<file path="config.mk">
export PLATFORM = sky130hd
export DESIGN_NAME = seg_xlate_unit
export DESIGN_NICKNAME = d
export VERILOG_FILES = /design/src/rtl/seg_xlate_pkg.sv /design/src/rtl/seg_desc_table.sv /design/src/rtl/seg_check.sv /design/src/rtl/seg_xlate_unit.sv
export SDC_FILE = /design/constraint.sdc
export NUM_CORES = 1
export LEC_CHECK = 0
export BUFFER_PORTS_ARGS = -buffer_cell sky130_fd_sc_hd__clkbuf_2
export CAP_MARGIN = 20
export CORE_MARGIN = 2
export CORE_UTILIZATION = 40
export CTS_CLUSTER_DIAMETER = 60
export CTS_CLUSTER_SIZE = 20
export DETAILED_ROUTE_END_ITERATION = 8
export SLEW_MARGIN = 20
export SYNTH_ARGS = -nofsm -noshare
export SYNTH_HDL_FRONTEND = slang
export SYNTH_SLANG_ARGS = --single-unit
</file>
<file path="constraint.sdc">
create_clock -name clk -period 12.05 [get_ports clk]
set_input_delay 3.0125 -clock clk [delete_from_list [all_inputs] [get_ports clk]]
set_output_delay 3.0125 -clock clk [all_outputs]
set_load 0.1 [all_outputs]
</file>
<file path="src/rtl/seg_xlate_pkg.sv">
package seg_xlate_pkg;

  typedef enum logic [2:0] {
    FLT_NONE    = 3'd0,
    FLT_BOUNDS  = 3'd1,
    FLT_INVALID = 3'd2,
    FLT_LIMIT   = 3'd3,
    FLT_PRIV    = 3'd4
  } fault_e;

  localparam logic [1:0] ACC_READ  = 2'd0;
  localparam logic [1:0] ACC_WRITE = 2'd1;
  localparam logic [1:0] ACC_EXEC  = 2'd2;

  // Rights: bit0 read, bit1 write, bit2 execute; kind 3 is never granted.
  function automatic logic kind_granted(input logic [2:0] perm, input logic [1:0] kind);
    case (kind)
      ACC_READ:  return perm[0];
      ACC_WRITE: return perm[1];
      ACC_EXEC:  return perm[2];
      default:   return 1'b0;
    endcase
  endfunction

  // Priority encoder over the four checks.
  function automatic fault_e pick_fault(input logic b, input logic i,
                                        input logic l, input logic p);
    if (b)      return FLT_BOUNDS;
    else if (i) return FLT_INVALID;
    else if (l) return FLT_LIMIT;
    else if (p) return FLT_PRIV;
    else        return FLT_NONE;
  endfunction

endpackage

</file>
<file path="src/rtl/seg_desc_table.sv">
module seg_desc_table #(
  parameter int IDX_W  = 3,
  parameter int OFF_W  = 16,
  parameter int ADDR_W = 24
) (
  input  logic              clk,
  input  logic              rst_n,
  input  logic              wr_en,
  input  logic              wr_tsel,
  input  logic [IDX_W-1:0]  wr_idx,
  input  logic [ADDR_W-1:0] wr_base,
  input  logic [OFF_W-1:0]  wr_limit,
  input  logic              wr_valid,
  input  logic [2:0]        wr_perm,
  input  logic              len_en,
  input  logic              len_tsel,
  input  logic [IDX_W:0]    len_val,
  input  logic              rd_tsel,
  input  logic [IDX_W-1:0]  rd_idx,
  output logic [ADDR_W-1:0] rd_base,
  output logic [OFF_W-1:0]  rd_limit,
  output logic              rd_valid,
  output logic [2:0]        rd_perm,
  output logic [IDX_W:0]    rd_len
);
  localparam int DEPTH   = 1 << IDX_W;
  localparam int NTABLES = 2;

  logic [ADDR_W-1:0] base_q  [NTABLES][DEPTH];
  logic [OFF_W-1:0]  limit_q [NTABLES][DEPTH];
  logic              valid_q [NTABLES][DEPTH];
  logic [2:0]        perm_q  [NTABLES][DEPTH];
  logic [IDX_W:0]    len_q   [NTABLES];

  for (genvar t = 0; t < NTABLES; t++) begin : g_tbl
    logic wr_hit, len_hit;
    assign wr_hit  = wr_en  && (wr_tsel  == t[0]);
    assign len_hit = len_en && (len_tsel == t[0]);

    always_ff @(posedge clk) begin
      if (!rst_n) len_q[t] <= '0;
      else if (len_hit) len_q[t] <= len_val;
    end

    for (genvar e = 0; e < DEPTH; e++) begin : g_ent
      always_ff @(posedge clk) begin
        if (!rst_n) begin
          base_q[t][e]  <= '0;
          limit_q[t][e] <= '0;
          valid_q[t][e] <= 1'b0;
          perm_q[t][e]  <= '0;
        end else if (wr_hit && (wr_idx == e[IDX_W-1:0])) begin
          base_q[t][e]  <= wr_base;
          limit_q[t][e] <= wr_limit;
          valid_q[t][e] <= wr_valid;
          perm_q[t][e]  <= wr_perm;
        end
      end
    end
  end

  assign rd_base  = base_q[rd_tsel][rd_idx];
  assign rd_limit = limit_q[rd_tsel][rd_idx];
  assign rd_valid = valid_q[rd_tsel][rd_idx];
  assign rd_perm  = perm_q[rd_tsel][rd_idx];
  assign rd_len   = len_q[rd_tsel];
endmodule

</file>
<file path="src/rtl/seg_check.sv">
module seg_check
  import seg_xlate_pkg::*;
#(
  parameter int IDX_W = 3,
  parameter int OFF_W = 16
) (
  input  logic [IDX_W-1:0] idx,
  input  logic [IDX_W:0]   tbl_len,
  input  logic             ent_valid,
  input  logic [OFF_W-1:0] ent_limit,
  input  logic [2:0]       ent_perm,
  input  logic [OFF_W-1:0] off,
  input  logic [1:0]       kind,
  output logic             bounds_hit,
  output logic             inval_hit,
  output logic             limit_hit,
  output logic             priv_hit
);
  assign bounds_hit = ({1'b0, idx} >= tbl_len);
  assign inval_hit  = !ent_valid;
  assign limit_hit  = (off >= ent_limit);
  assign priv_hit   = !kind_granted(ent_perm, kind);
endmodule

</file>
<file path="src/rtl/seg_xlate_unit.sv">
module seg_xlate_unit
  import seg_xlate_pkg::*;
#(
  parameter int IDX_W  = 3,
  parameter int OFF_W  = 16,
  parameter int ADDR_W = 24
) (
  input  logic              clk,
  input  logic              rst_n,
  input  logic              wr_en,
  input  logic              wr_tsel,
  input  logic [IDX_W-1:0]  wr_idx,
  input  logic [ADDR_W-1:0] wr_base,
  input  logic [OFF_W-1:0]  wr_limit,
  input  logic              wr_valid,
  input  logic [2:0]        wr_perm,
  input  logic              len_en,
  input  logic              len_tsel,
  input  logic [IDX_W:0]    len_val,
  input  logic              req_valid,
  input  logic [IDX_W:0]    req_sel,
  input  logic [OFF_W-1:0]  req_off,
  input  logic [1:0]        req_kind,
  output logic              rsp_valid,
  output logic [ADDR_W-1:0] rsp_addr,
  output logic              rsp_fault,
  output logic [2:0]        rsp_code
);
  localparam int SEL_W = IDX_W + 1;

  function automatic logic [ADDR_W-1:0] linear_of(input logic [ADDR_W-1:0] base,
                                                  input logic [OFF_W-1:0] off);
    logic [ADDR_W-1:0] wide_off;
    wide_off = ADDR_W'(off);
    return base + wide_off;
  endfunction

  logic              sel_tbl;
  logic [IDX_W-1:0]  sel_idx;
  logic [ADDR_W-1:0] ent_base;
  logic [OFF_W-1:0]  ent_limit;
  logic              ent_valid;
  logic [2:0]        ent_perm;
  logic [IDX_W:0]    tbl_len;
  logic              bounds_hit, inval_hit, limit_hit, priv_hit;
  fault_e            fault_n;

  assign sel_tbl = req_sel[SEL_W-1];
  assign sel_idx = req_sel[IDX_W-1:0];

  seg_desc_table #(.IDX_W(IDX_W), .OFF_W(OFF_W), .ADDR_W(ADDR_W)) u_tbl (
    .clk(clk), .rst_n(rst_n),
    .wr_en(wr_en), .wr_tsel(wr_tsel), .wr_idx(wr_idx), .wr_base(wr_base),
    .wr_limit(wr_limit), .wr_valid(wr_valid), .wr_perm(wr_perm),
    .len_en(len_en), .len_tsel(len_tsel), .len_val(len_val),
    .rd_tsel(sel_tbl), .rd_idx(sel_idx),
    .rd_base(ent_base), .rd_limit(ent_limit), .rd_valid(ent_valid),
    .rd_perm(ent_perm), .rd_len(tbl_len)
  );

  seg_check #(.IDX_W(IDX_W), .OFF_W(OFF_W)) u_chk_logic (
    .idx(sel_idx), .tbl_len(tbl_len), .ent_valid(ent_valid),
    .ent_limit(ent_limit), .ent_perm(ent_perm), .off(req_off), .kind(req_kind),
    .bounds_hit(bounds_hit), .inval_hit(inval_hit),
    .limit_hit(limit_hit), .priv_hit(priv_hit)
  );

  assign fault_n = pick_fault(bounds_hit, inval_hit, limit_hit, priv_hit);

  always_ff @(posedge clk) begin
    if (!rst_n) begin
      rsp_valid <= 1'b0;
      rsp_addr  <= '0;
      rsp_fault <= 1'b0;
      rsp_code  <= FLT_NONE;
    end else begin
      rsp_valid <= req_valid;
      if (req_valid) begin
        rsp_fault <= (fault_n != FLT_NONE);
        rsp_code  <= fault_n;
        rsp_addr  <= (fault_n == FLT_NONE) ? linear_of(ent_base, req_off) : '0;
      end else begin
        rsp_fault <= 1'b0;
        rsp_code  <= FLT_NONE;
        rsp_addr  <= '0;
      end
    end
  end
endmodule

</file>
==> out/results.ini, run 1 <==
[finish]
final_cell_area_um2 = 37800
fin_cells = 3392
layout.nets = 2315
drive_gt1_share_pct = 22.1
multi_input_area_um2 = 11600
regArea_um2 = 22000
syn_to_final_growth_pct = 11.0
n_fill_cell = 7348

[pwr]
power_per_cell_area_nw_per_um2 = 146
clock_power_share_pct = 35.0
seqPwrFrac_pct = 54.3
leakage_uw = 0.0131
p_sw_uw = 1380
power.total_uw = 5540
intPower_uw = 4160
vdd.ir_drop.worst_mv = 0.121
swShare_pct = 24.9
combPwrFrac_pct = 10.7

[min_path]
worstHoldEndpoint = u_tbl.valid_q[1][7]$_DFF_P_
min_path_cells = 2
hold_path_startpoint = u_tbl.valid_q[1][7]$_DFF_P_
hp-class = reg -> reg

[route]
routed_wl_um = 99200
drtIter0Drc = 2414
drc = 0
avgRoutedWirePerCell_um = 29.2
dr.pass1.iters = 6
antenna_left = 0
vias = 19200
vias_per_cell = 5.65

[floorplan]
initial_utilization_pct = 40.2
coreArea_um2 = 84700
ios = 109
die_area_um2 = 87500
die_height_um = 296
die_w_um = 296
rows = 107

[clock_network]
clock-sinks = 741
ctsResizeCount = 0
cts.clk_slew.worst_paths_ps = 80
ctsHoldBuffers = 0
cts_tree = built
insertion_delay_ps = 640
cts_made_buffers = 55
cts_setup_buffers = 0
htreeDepth = 2
cts-root-buf = clkbuf_16
clockBufferDepth = 3

[synth]
synth_fp_nets = 2276
yosys.area.top_type = edfxtp_1
syn_inst = 2160
yosysMostFrequentCell = and2_1
synthesis.area_um2 = 34100
ys_seq_area_share_pct = 64.4
yosys_warnings = 0
synth_edf_count = 711
ys_top_cells_by_area = edfxtp_1 63%, mux4_2 14%, and2_1 13%, dfxtp_1 1.8%, clkbuf_1 1.4%
synth_cell_types = 62
synthArstFlopShare_pct = 0
synth_flop_cell = edfxtp_1
synth_top_area_share_pct = 62.7
avgSynthCellArea_um2 = 15.8
synth_commonest_cells = 712 x and2_1, 711 x edfxtp_1, 205 x mux4_2, 123 x clkbuf_1, 49 x nor2_1
ys_ff_latch = 741

[sta]
setup_viol = 0
finalSetupTns_ps = 0
rsz0062_at_grt = no
finalHoldViolCount = 0
slew_headroom_pct = 22.3
tightest_slew_ps = 1150
min_period_over_period_pct = 64.6
fmax_ghz = 0.129
drv_slew = 0
final.min_clock_period_ps = 7780
skew_ps = 28.2

[worst_setup_path]
slowest_stage = buf_4
max_stage_delay_ps = 720
ff2ff_setup_slack_ps = 7820
crit_fanout = 66
critPathKind = in -> reg
crit_chain = buf_8 > buf_4 > mux4_2 > mux4_2 > inv_1 > ha_1 > a21oi_1 > o21ai_0 > a221oi_1 > o21ai_0 > nor2_1 > nand4_2 > nor3_1
reg2reg_depth = 11
path_delay_family = buffers and inverters
reg2reg_from = u_tbl.limit_q[1][11]$_SDFFCE_PN0P_
r2r-end = rsp_addr[14]$_SDFF_PN0_
critPathRequiredTime_ps = 12580
start_kind = input pin
crit_arrival_ps = 8310
cp-end-kind = flip-flop
cp_num_buf_inv = 3

[placement]
detailed_place_hpwl_um = 51000
dpl_cell_area_um2 = 35900
dpl.cell_count = 3286
gp_congestion = 0.824
numPortBuffers = 108

[grt]
grt_max_degree = 131
overflow = 0
grt_pass1_wl_um = 142000
grt.total_usage_pct = 23.0
antenna_found_initial = 16
grt_pass1_vias = 19700

[flow_run]
drv_cap = 0

[run_status]
outcome = completed

[worst max path at each step]
stage,start,end,slack [ps],depth (start not counted)
finish,req_sel[3],rsp_addr[14]$_SDFF_PN0_,4270,13
global route,req_sel[3],rsp_addr[14]$_SDFF_PN0_,3830,13
CTS,req_sel[3],rsp_addr[14]$_SDFF_PN0_,4230,13
detailed placement,req_sel[3],rsp_addr[14]$_SDFF_PN0_,3580,13
global placement,req_sel[3],rsp_addr[16]$_SDFF_PN0_,3630,13
floorplan,wr_idx[1],u_tbl.base_q[0][144]$_SDFFCE_PN0P_,4950,3
[flip-flops by register name (all words and copies together), names as in the netlist]
register       flops
u_tbl.base_q     384
u_tbl.limit_q    256
u_tbl.perm_q      48
rsp_addr          24
u_tbl.valid_q     16
u_tbl.len_q        8
rsp_code           3
rsp_fault          1
rsp_valid          1
[cells in the final DEF (no fill, tap or decap), types with 21 or more instances in the layout]
| cell | n |
|---|---|
| and2_1 | 712 |
| nand2_1 | 23 |
| a21oi_1 | 21 |
| clkbuf_16 | 56 |
| edfxtp_1 | 711 |
| buf_4 | 38 |
| inv_1 | 30 |
| clkbuf_2 | 104 |
| ha_1 | 35 |
| mux4_2 | 205 |
| dfxtp_1 | 30 |
| nor2_1 | 33 |
[metrics by stage]
stage	hold WS, ps	setup WS [ps]	util, %
after floorplan	442	4950	-
final	476	4270	44.6
after global routing	504	3830	44.6
after detailed placement	462	3580	42.4
after CTS	478	4230	44.6
after global placement	451	3630	42.4
[worst min-delay path: stages (launching register included)]
cell	delay (ps)
dfxtp_1	320
inv_1	40
o21ai_0	70
[final cells by class]
| class | count | area share (%) |
|---|---|---|
| Sequential cell | 741 | 58.1 |
| Multi-Input combinational cell | 1223 | 30.6 |
| Tap cell | 1144 | 3.79 |
| Clock buffer | 61 | 3.76 |
| Timing Repair Buffer | 147 | 2.32 |
| Clock inverter | 39 | 1.13 |
| Inverter | 31 | 0.308 |
| Antenna cell | 6 | 0.0397 |
[power by group through the flow]
stage | logic [uW] | clock network (uW) | registers, uW
after floorplan | 364 | 0 | 3080
after global placement | 582 | 0 | 3060
after detailed placement | 589 | 0 | 3060
after CTS | 591 | 1970 | 3010
after global routing | 630 | 2060 | 3020
final | 591 | 1940 | 3010
[layer usage]
layer	vias to the layer above	part of all wire, %	GRT usage [%]
met1	9981	40	30.9
met4	8	2.5	6.13
met3	163	10	6.58
li1	8077	-	-
met2	925	47	36.8
met5	-	0.054	0
[kinds of logic (layout without fill, tap and decap cells)]
group / Yosys count / in the layout / share of synthesized area, %
compound gates: 96 / 96 / 1.93
other cells: 0 / 6 / 0
xor+xnor: 14 / 14 / 0.360
simple gates: 855 / 855 / 15.2
flops: 741 / 741 / 64.4
fa+ha+maj: 36 / 36 / 1.34
buf+inv: 196 / 278 / 2.48
mux: 222 / 222 / 14.3
No activity file was read; power rests on OpenSTA's default activity.
==> run 2, diff against run 1 <==
- ABC_AREA: not set -> 1
- clock period: 12.05 -> 7.6 ns (I/O delays scaled with it)
==> run 2 against run 1 <==
Compared with the run above: utilization shrank 0.44 points; wire length increased by 8.0%; clock power is 64% higher; die area decreased by 0.87%; sequential cell count did not move; critical path depth grew 6; sequential share of layout area up 1.4 points; setup slack got worse by 2000 ps; synthesized cell count is 52% higher; combinational power grew 57%; sequential power increased by 58%; final cell count up 28%; critical endpoint is now rsp_addr[18]$_SDFF_PN0_; largest power group unchanged; highest routed layer unchanged.
==> out/results.ini, run 2 <==
[min_path]
worstHoldEndpoint = u_tbl.valid_q[1][7]$_DFF_P_
min_path_cells = 2  ; unchanged
hp-class = reg -> reg
hold_path_startpoint = u_tbl.valid_q[1][7]$_DFF_P_

[finish]
largest_reg_flops = 384  ; unchanged
final_cell_area_um2 = 36900  ; -2.4%
final_cell_mix = 1041 x nor2_1, 711 x edfxtp_1, 270 x o21ai_0
syn_to_final_growth_pct = 9.32
regArea_um2 = 22000  ; unchanged
top_regs = u_tbl.base_q (384), u_tbl.limit_q (256), u_tbl.perm_q (48)
finish.utilization_pct = 44.2  ; -0.44 points
top_register = u_tbl.base_q
multi_input_area_um2 = 10100  ; -12%
drive_gt1_share_pct = 9.44  ; -13 points
n_fill_cell = 7830  ; +6.6%
layout.nets = 3334  ; +44%
mostFrequentLayoutCell = nor2_1
fin_cells = 4342  ; +28%

[worst_setup_path]
r2r-end = rsp_addr[18]$_SDFF_PN0_
crit_fanout = 88  ; +33%
ff2ff_setup_slack_ps = 4460  ; -3360 ps
critPathKind = in -> reg
crit_arrival_ps = 5900  ; -2410 ps
start_kind = input pin
cp-end-kind = flip-flop
reg2reg_from = u_tbl.limit_q[1][119]$_SDFFCE_PN0P_
reg2reg_depth = 16  ; +5
critPathRequiredTime_ps = 8160  ; -4420 ps

[sta]
fmax_ghz = 0.187
drv_slew = 0  ; unchanged
final.min_clock_period_ps = 5340
tightest_slew_ps = 1130  ; -25.7 ps
skew_ps = 23.6  ; -4.59 ps
rsz0062_at_grt = no
finalHoldViolCount = 0  ; unchanged
slew_headroom_pct = 24.9  ; +2.5 points
finalSetupTns_ps = 0  ; unchanged
setup_viol = 0  ; unchanged
min_period_over_period_pct = 70.2

[synth]
synth_fa_ha_area_share_pct = 1.36  ; +0.012 points
yosys.area.top_type = edfxtp_1
synthArstFlopShare_pct = 0  ; unchanged
synth_flop_cell = edfxtp_1
synthSimpleGateAreaFrac_pct = 17.9  ; +2.7 points
ys_seq_area_share_pct = 65.0  ; +0.57 points
syn_inst = 3277  ; +52%
synthesis.area_um2 = 33800  ; -0.88%
synth_edf_count = 711  ; unchanged
avgSynthCellArea_um2 = 10.3  ; -35%
synth_mux_area_share_pct = 0.0889  ; -14 points
synth_cell_types = 41  ; -34%
yosysMostFrequentCell = nor2_1
ys_ff_latch = 741  ; unchanged
yosys_warnings = 0  ; unchanged
synth_top_area_share_pct = 63.2  ; +0.56 points
synth_fp_nets = 3393  ; +49%
ys_top_cells_by_area = edfxtp_1 63%, nor2_1 12%, o21ai_0 4.1%, nand2_1 3.0%, o221ai_1 2.6%
synth-xor-area-share_pct = 0.285  ; -0.075 points
synth_commonest_cells = 1041 x nor2_1, 711 x edfxtp_1, 276 x o21ai_0, 271 x nand2_1, 178 x clkbuf_1
synth-compound-area-share_pct = 9.69  ; +7.8 points
synth_top_family_by_area = simple AND/OR/NAND/NOR gates

[clock_network]
clock-sinks = 741  ; unchanged
cts_made_buffers = 56  ; +1.8%
cts.clk_slew.worst_paths_ps = 80  ; about the same
htreeDepth = 2  ; unchanged
clockBufferDepth = 3  ; unchanged
cts_setup_buffers = 0  ; unchanged
ctsHoldBuffers = 0  ; unchanged
insertion_delay_ps = 650  ; about the same
cts-root-buf = clkbuf_16
cts_tree = built
ctsResizeCount = 0  ; unchanged

[pwr]
power.total_uw = 8880  ; +60%
power_per_cell_area_nw_per_um2 = 241  ; +64%
leakage_uw = 0.0138  ; +5.6%
vdd.ir_drop.worst_mv = 0.177  ; +47%

[route]
vias_per_cell = 5.69  ; +0.77%
vias = 24700  ; +29%
antenna_left = 0  ; unchanged
drtIter0Drc = 2996  ; +24%
routed_wl_um = 107000  ; +8.0%
drc = 0  ; unchanged
avgRoutedWirePerCell_um = 24.7  ; -16%
dr.pass1.iters = 5  ; -1

[grt]
overflow = 0  ; unchanged
grt_max_degree = 163  ; +24%
grt_pass1_wl_um = 157000  ; +10%
grt_pass1_vias = 23800  ; +21%
grt.total_usage_pct = 24.6  ; +1.6 points
antenna_found_initial = 2  ; -14

[floorplan]
rows = 106  ; -0.93%
die_height_um = 295  ; -0.44%
ios = 109  ; unchanged
die_area_um2 = 86700  ; -0.87%
initial_utilization_pct = 40.4  ; +0.21 points
die_w_um = 295  ; -0.44%
coreArea_um2 = 83600  ; -1.4%

[run_status]
outcome = completed

[placement]
detailed_place_hpwl_um = 51000  ; -0.17%
numPortBuffers = 108  ; unchanged
dpl_cell_area_um2 = 35000  ; -2.7%
dpl.cell_count = 4240  ; +29%
gp_congestion = 0.802  ; -2.7%

[flow_run]
drv_cap = 0  ; unchanged

[run 2: per-layer routing]
layer,track usage (%),wire (um)
met1,33.7,43600
met2,38.9,48600
met3,4.32,10600
met4,9.93,4280
met5,0,15
[run 2: report_power, final]
group	total [uW]	internal [uW]	switching, uW
Combinational	930	227	703
Clock	3190	1600	1590
Sequential	4760	4700	57.4
Total	8880	6530	2350
[run 2: worst max-delay path: stages]
cell and delay, ps:
buf_8 350, buf_4 790, o21ai_0 230, o221ai_1 230, nand3_1 100, nand2_1 110
inv_1 40, ha_1 290, a21oi_1 150, nor2_1 50, nor2_1 70, o21ai_0 150
nand2_1 100, nand3_1 200, nor2_1 200, nand2_1 100, inv_2 90, nand2_2 350
a21oi_2 260
[run 2: cell type report]
type                            count  area share [%]
Antenna cell                        1         0.00678
Clock buffer                       60            3.90
Clock inverter                     41            1.32
Inverter                          165            1.73
Multi-Input combinational cell   2110            27.5
Sequential cell                   741            59.5
Tap cell                         1080            3.66
Timing Repair Buffer              144            2.42
[run 2: kinds of logic after synthesis]
family | after synthesis
simple gates | 1523
flops | 741
compound gates | 537
buf+inv | 426
fa+ha+maj | 36
xor+xnor | 11
mux | 3
[run 2: metrics by stage]
stage / hold slack, ps / setup slack, ps
final: 514 / 2260
after global routing: 540 / 1930
after CTS: 501 / 2370
after detailed placement: 483 / 1710
after global placement: 470 / 1750
after floorplan: 453 / 1510
[run 2: how the worst max path moves through the flow]
| stage | from | to | slack (ps) |
|---|---|---|---|
| final | req_sel[3] | rsp_addr[18]$_SDFF_PN0_ | 2260 |
| after global routing | req_sel[3] | rsp_addr[18]$_SDFF_PN0_ | 1930 |
| after CTS | req_sel[0] | rsp_addr[15]$_SDFF_PN0_ | 2370 |
| after detailed placement | req_sel[0] | rsp_addr[15]$_SDFF_PN0_ | 1710 |
| after global placement | req_sel[0] | rsp_addr[22]$_SDFF_PN0_ | 1750 |
| after floorplan | wr_idx[2] | u_tbl.base_q[0][0]$_SDFFCE_PN0P_ | 1510 |
==> run 3, diff against run 2 <==
- clock period: 7.6 -> 5.2 ns (I/O delays scaled with it)
==> run 3 against run 2 <==
Compared with the run above: utilization is 0.20 points higher; largest cell class unchanged; clock skew is 15 ps higher; die area stayed put; via count is 1.7% higher; highest routed layer is now met4; non-clock buffer count is 45 higher; clock power is 37% higher; sequential share of layout area is 0.27 points lower; wire length is 2.1% higher.
==> out/results.ini, run 3 (synthesis results as in run 2) <==
[finish]
finish.utilization_pct = 44.4  ; +0.20 points
mostFrequentLayoutCell = nor2_1
syn_to_final_growth_pct = 9.82
drive_gt1_share_pct = 10.4  ; +0.96 points
largest_reg_flops = 384  ; unchanged
top_regs = u_tbl.base_q (384), u_tbl.limit_q (256), u_tbl.perm_q (48)
layout.nets = 3375  ; +1.2%
final_cell_mix = 1041 x nor2_1, 711 x edfxtp_1, 270 x o21ai_0
n_fill_cell = 7898  ; +0.87%
final_cell_area_um2 = 37100  ; +0.46%
num_antenna_cells = 0  ; -1
top_register = u_tbl.base_q

[clock_network]
clockBufferDepth = 3  ; unchanged
cts_tree = built
cts_setup_buffers = 0  ; unchanged
cts-root-buf = clkbuf_16
htreeDepth = 2  ; unchanged
ctsResizeCount = 0  ; unchanged
insertion_delay_ps = 660  ; about the same
cts_made_buffers = 52  ; -7.1%
ctsHoldBuffers = 0  ; unchanged
clock-sinks = 741  ; unchanged
cts.clk_slew.worst_paths_ps = 90  ; about the same

[worst_setup_path]
cp-end-kind = flip-flop
critPathRequiredTime_ps = 5740  ; -2420 ps
critPathKind = in -> reg
start_kind = input pin
crit_arrival_ps = 4880  ; -1020 ps
ff2ff_setup_slack_ps = 2160  ; -2300 ps
reg2reg_depth = 18  ; +2
crit_fanout = 101  ; +15%

[grt]
grt_pass1_wl_um = 160000  ; +1.9%
grt.total_usage_pct = 24.9  ; +0.34 points
overflow = 0  ; unchanged
grt_max_degree = 102  ; -37%
antenna_found_initial = 0  ; -2
grt_pass1_vias = 23600  ; -1.1%

[floorplan]
die_w_um = 295  ; unchanged
initial_utilization_pct = 40.4  ; unchanged
ios = 109  ; unchanged
die_height_um = 295  ; unchanged
rows = 106  ; unchanged
die_area_um2 = 86700  ; unchanged
coreArea_um2 = 83600  ; unchanged

[sta]
skew_ps = 38.1  ; +14.5 ps
slew_headroom_pct = 27.7  ; +2.8 points
final.min_clock_period_ps = 4340
fmax_ghz = 0.231
drv_slew = 0  ; unchanged
min_period_over_period_pct = 83.4
rsz0062_at_grt = no
tightest_slew_ps = 1090  ; -41.9 ps
setup_viol = 0  ; unchanged
finalHoldViolCount = 0  ; unchanged
holdWs_ps = 511  ; -3.01 ps
fin_ws_ps = 862  ; -1400 ps

[pwr]
leakage_uw = 0.0140  ; +1.0%
vdd.ir_drop.worst_mv = 0.226  ; +27%
power_per_cell_area_nw_per_um2 = 344  ; +43%

[placement]
gp_congestion = 0.859  ; +7.2%
dpl_cell_area_um2 = 35400  ; +1.1%
detailed_place_hpwl_um = 59800  ; +17%
numPortBuffers = 108  ; unchanged
dp_slack_ps = 379  ; -1330 ps

[min_path]
min_path_cells = 2  ; unchanged
hp-class = reg -> reg

[route]
dr.pass1.iters = 5  ; unchanged
drtIter0Drc = 3006  ; +0.33%
avgRoutedWirePerCell_um = 25.0  ; +1.4%
vias = 25100  ; +1.7%
vias_per_cell = 5.74  ; +0.92%
routed_wl_um = 109000  ; +2.1%
drc = 0  ; unchanged
antenna_left = 0  ; unchanged

[run_status]
outcome = completed

[flow_run]
drv_cap = 0  ; unchanged

## run 3: layout make-up
cell class	count	area, um2	area share (%)
clock buffers	56	1340	3.61
repair buffers	189	1310	3.52
multi-input cells	2110	10100	27.3
well taps	1080	1350	3.64
clock inverters	34	375	1.01
inverters	165	638	1.72
flip-flops and latches	741	22000	59.2
## run 3: report_power, final
group	internal (uW)	switching (uW)	leakage [uW]
Sequential	6880	91.3	0.00706
Clock	2120	2250	0.000835
Combinational	353	1040	0.00610
Total	9350	3380	0.0140
## run 3: final timing paths
check	startpoint	to
max	req_sel[3]	rsp_addr[20]$_SDFF_PN0_
min	u_tbl.valid_q[1][7]$_DFF_P_	u_tbl.valid_q[1][7]$_DFF_P_
max reg2reg	u_tbl.limit_q[1][112]$_SDFFCE_PN0P_	rsp_addr[4]$_SDFF_PN0_
min reg2reg	u_tbl.valid_q[1][7]$_DFF_P_	u_tbl.valid_q[1][7]$_DFF_P_
## run 3: critical path, stage by stage
cell,delay [ps]
buf_8,140
inv_12,310
buf_4,250
buf_4,490
o21ai_0,150
o221ai_1,220
nand3_1,100
nand2_1,140
ha_1,300
nand2_1,80
nand2_1,60
a21boi_0,210
o21ai_0,120
a21oi_1,360
inv_1,150
nand3_1,110
nand2_1,60
nor2_1,190
## run 3: per-layer routing
metal	part of all wire, %	vias to the layer above	GRT usage (%)
li1	-	11200	-
met1	42	12500	35.5
met2	47	1209	39.9
met3	8.8	176	3.03
met4	2.9	0	7.80
met5	0	-	0
## run 3: stage by stage
stage | power, uW | setup TNS (ps) | std cells
3_5_place_dp | 8480 | 0 | 4285
5_1_grt | 13100 | 0 | 4375
2_1_floorplan | 7960 | -25340 | 3277
3_3_place_gp | 8470 | 0 | 4285
4_1_cts | 12700 | 0 | 4375
6_report | 12700 | 0 | 4375
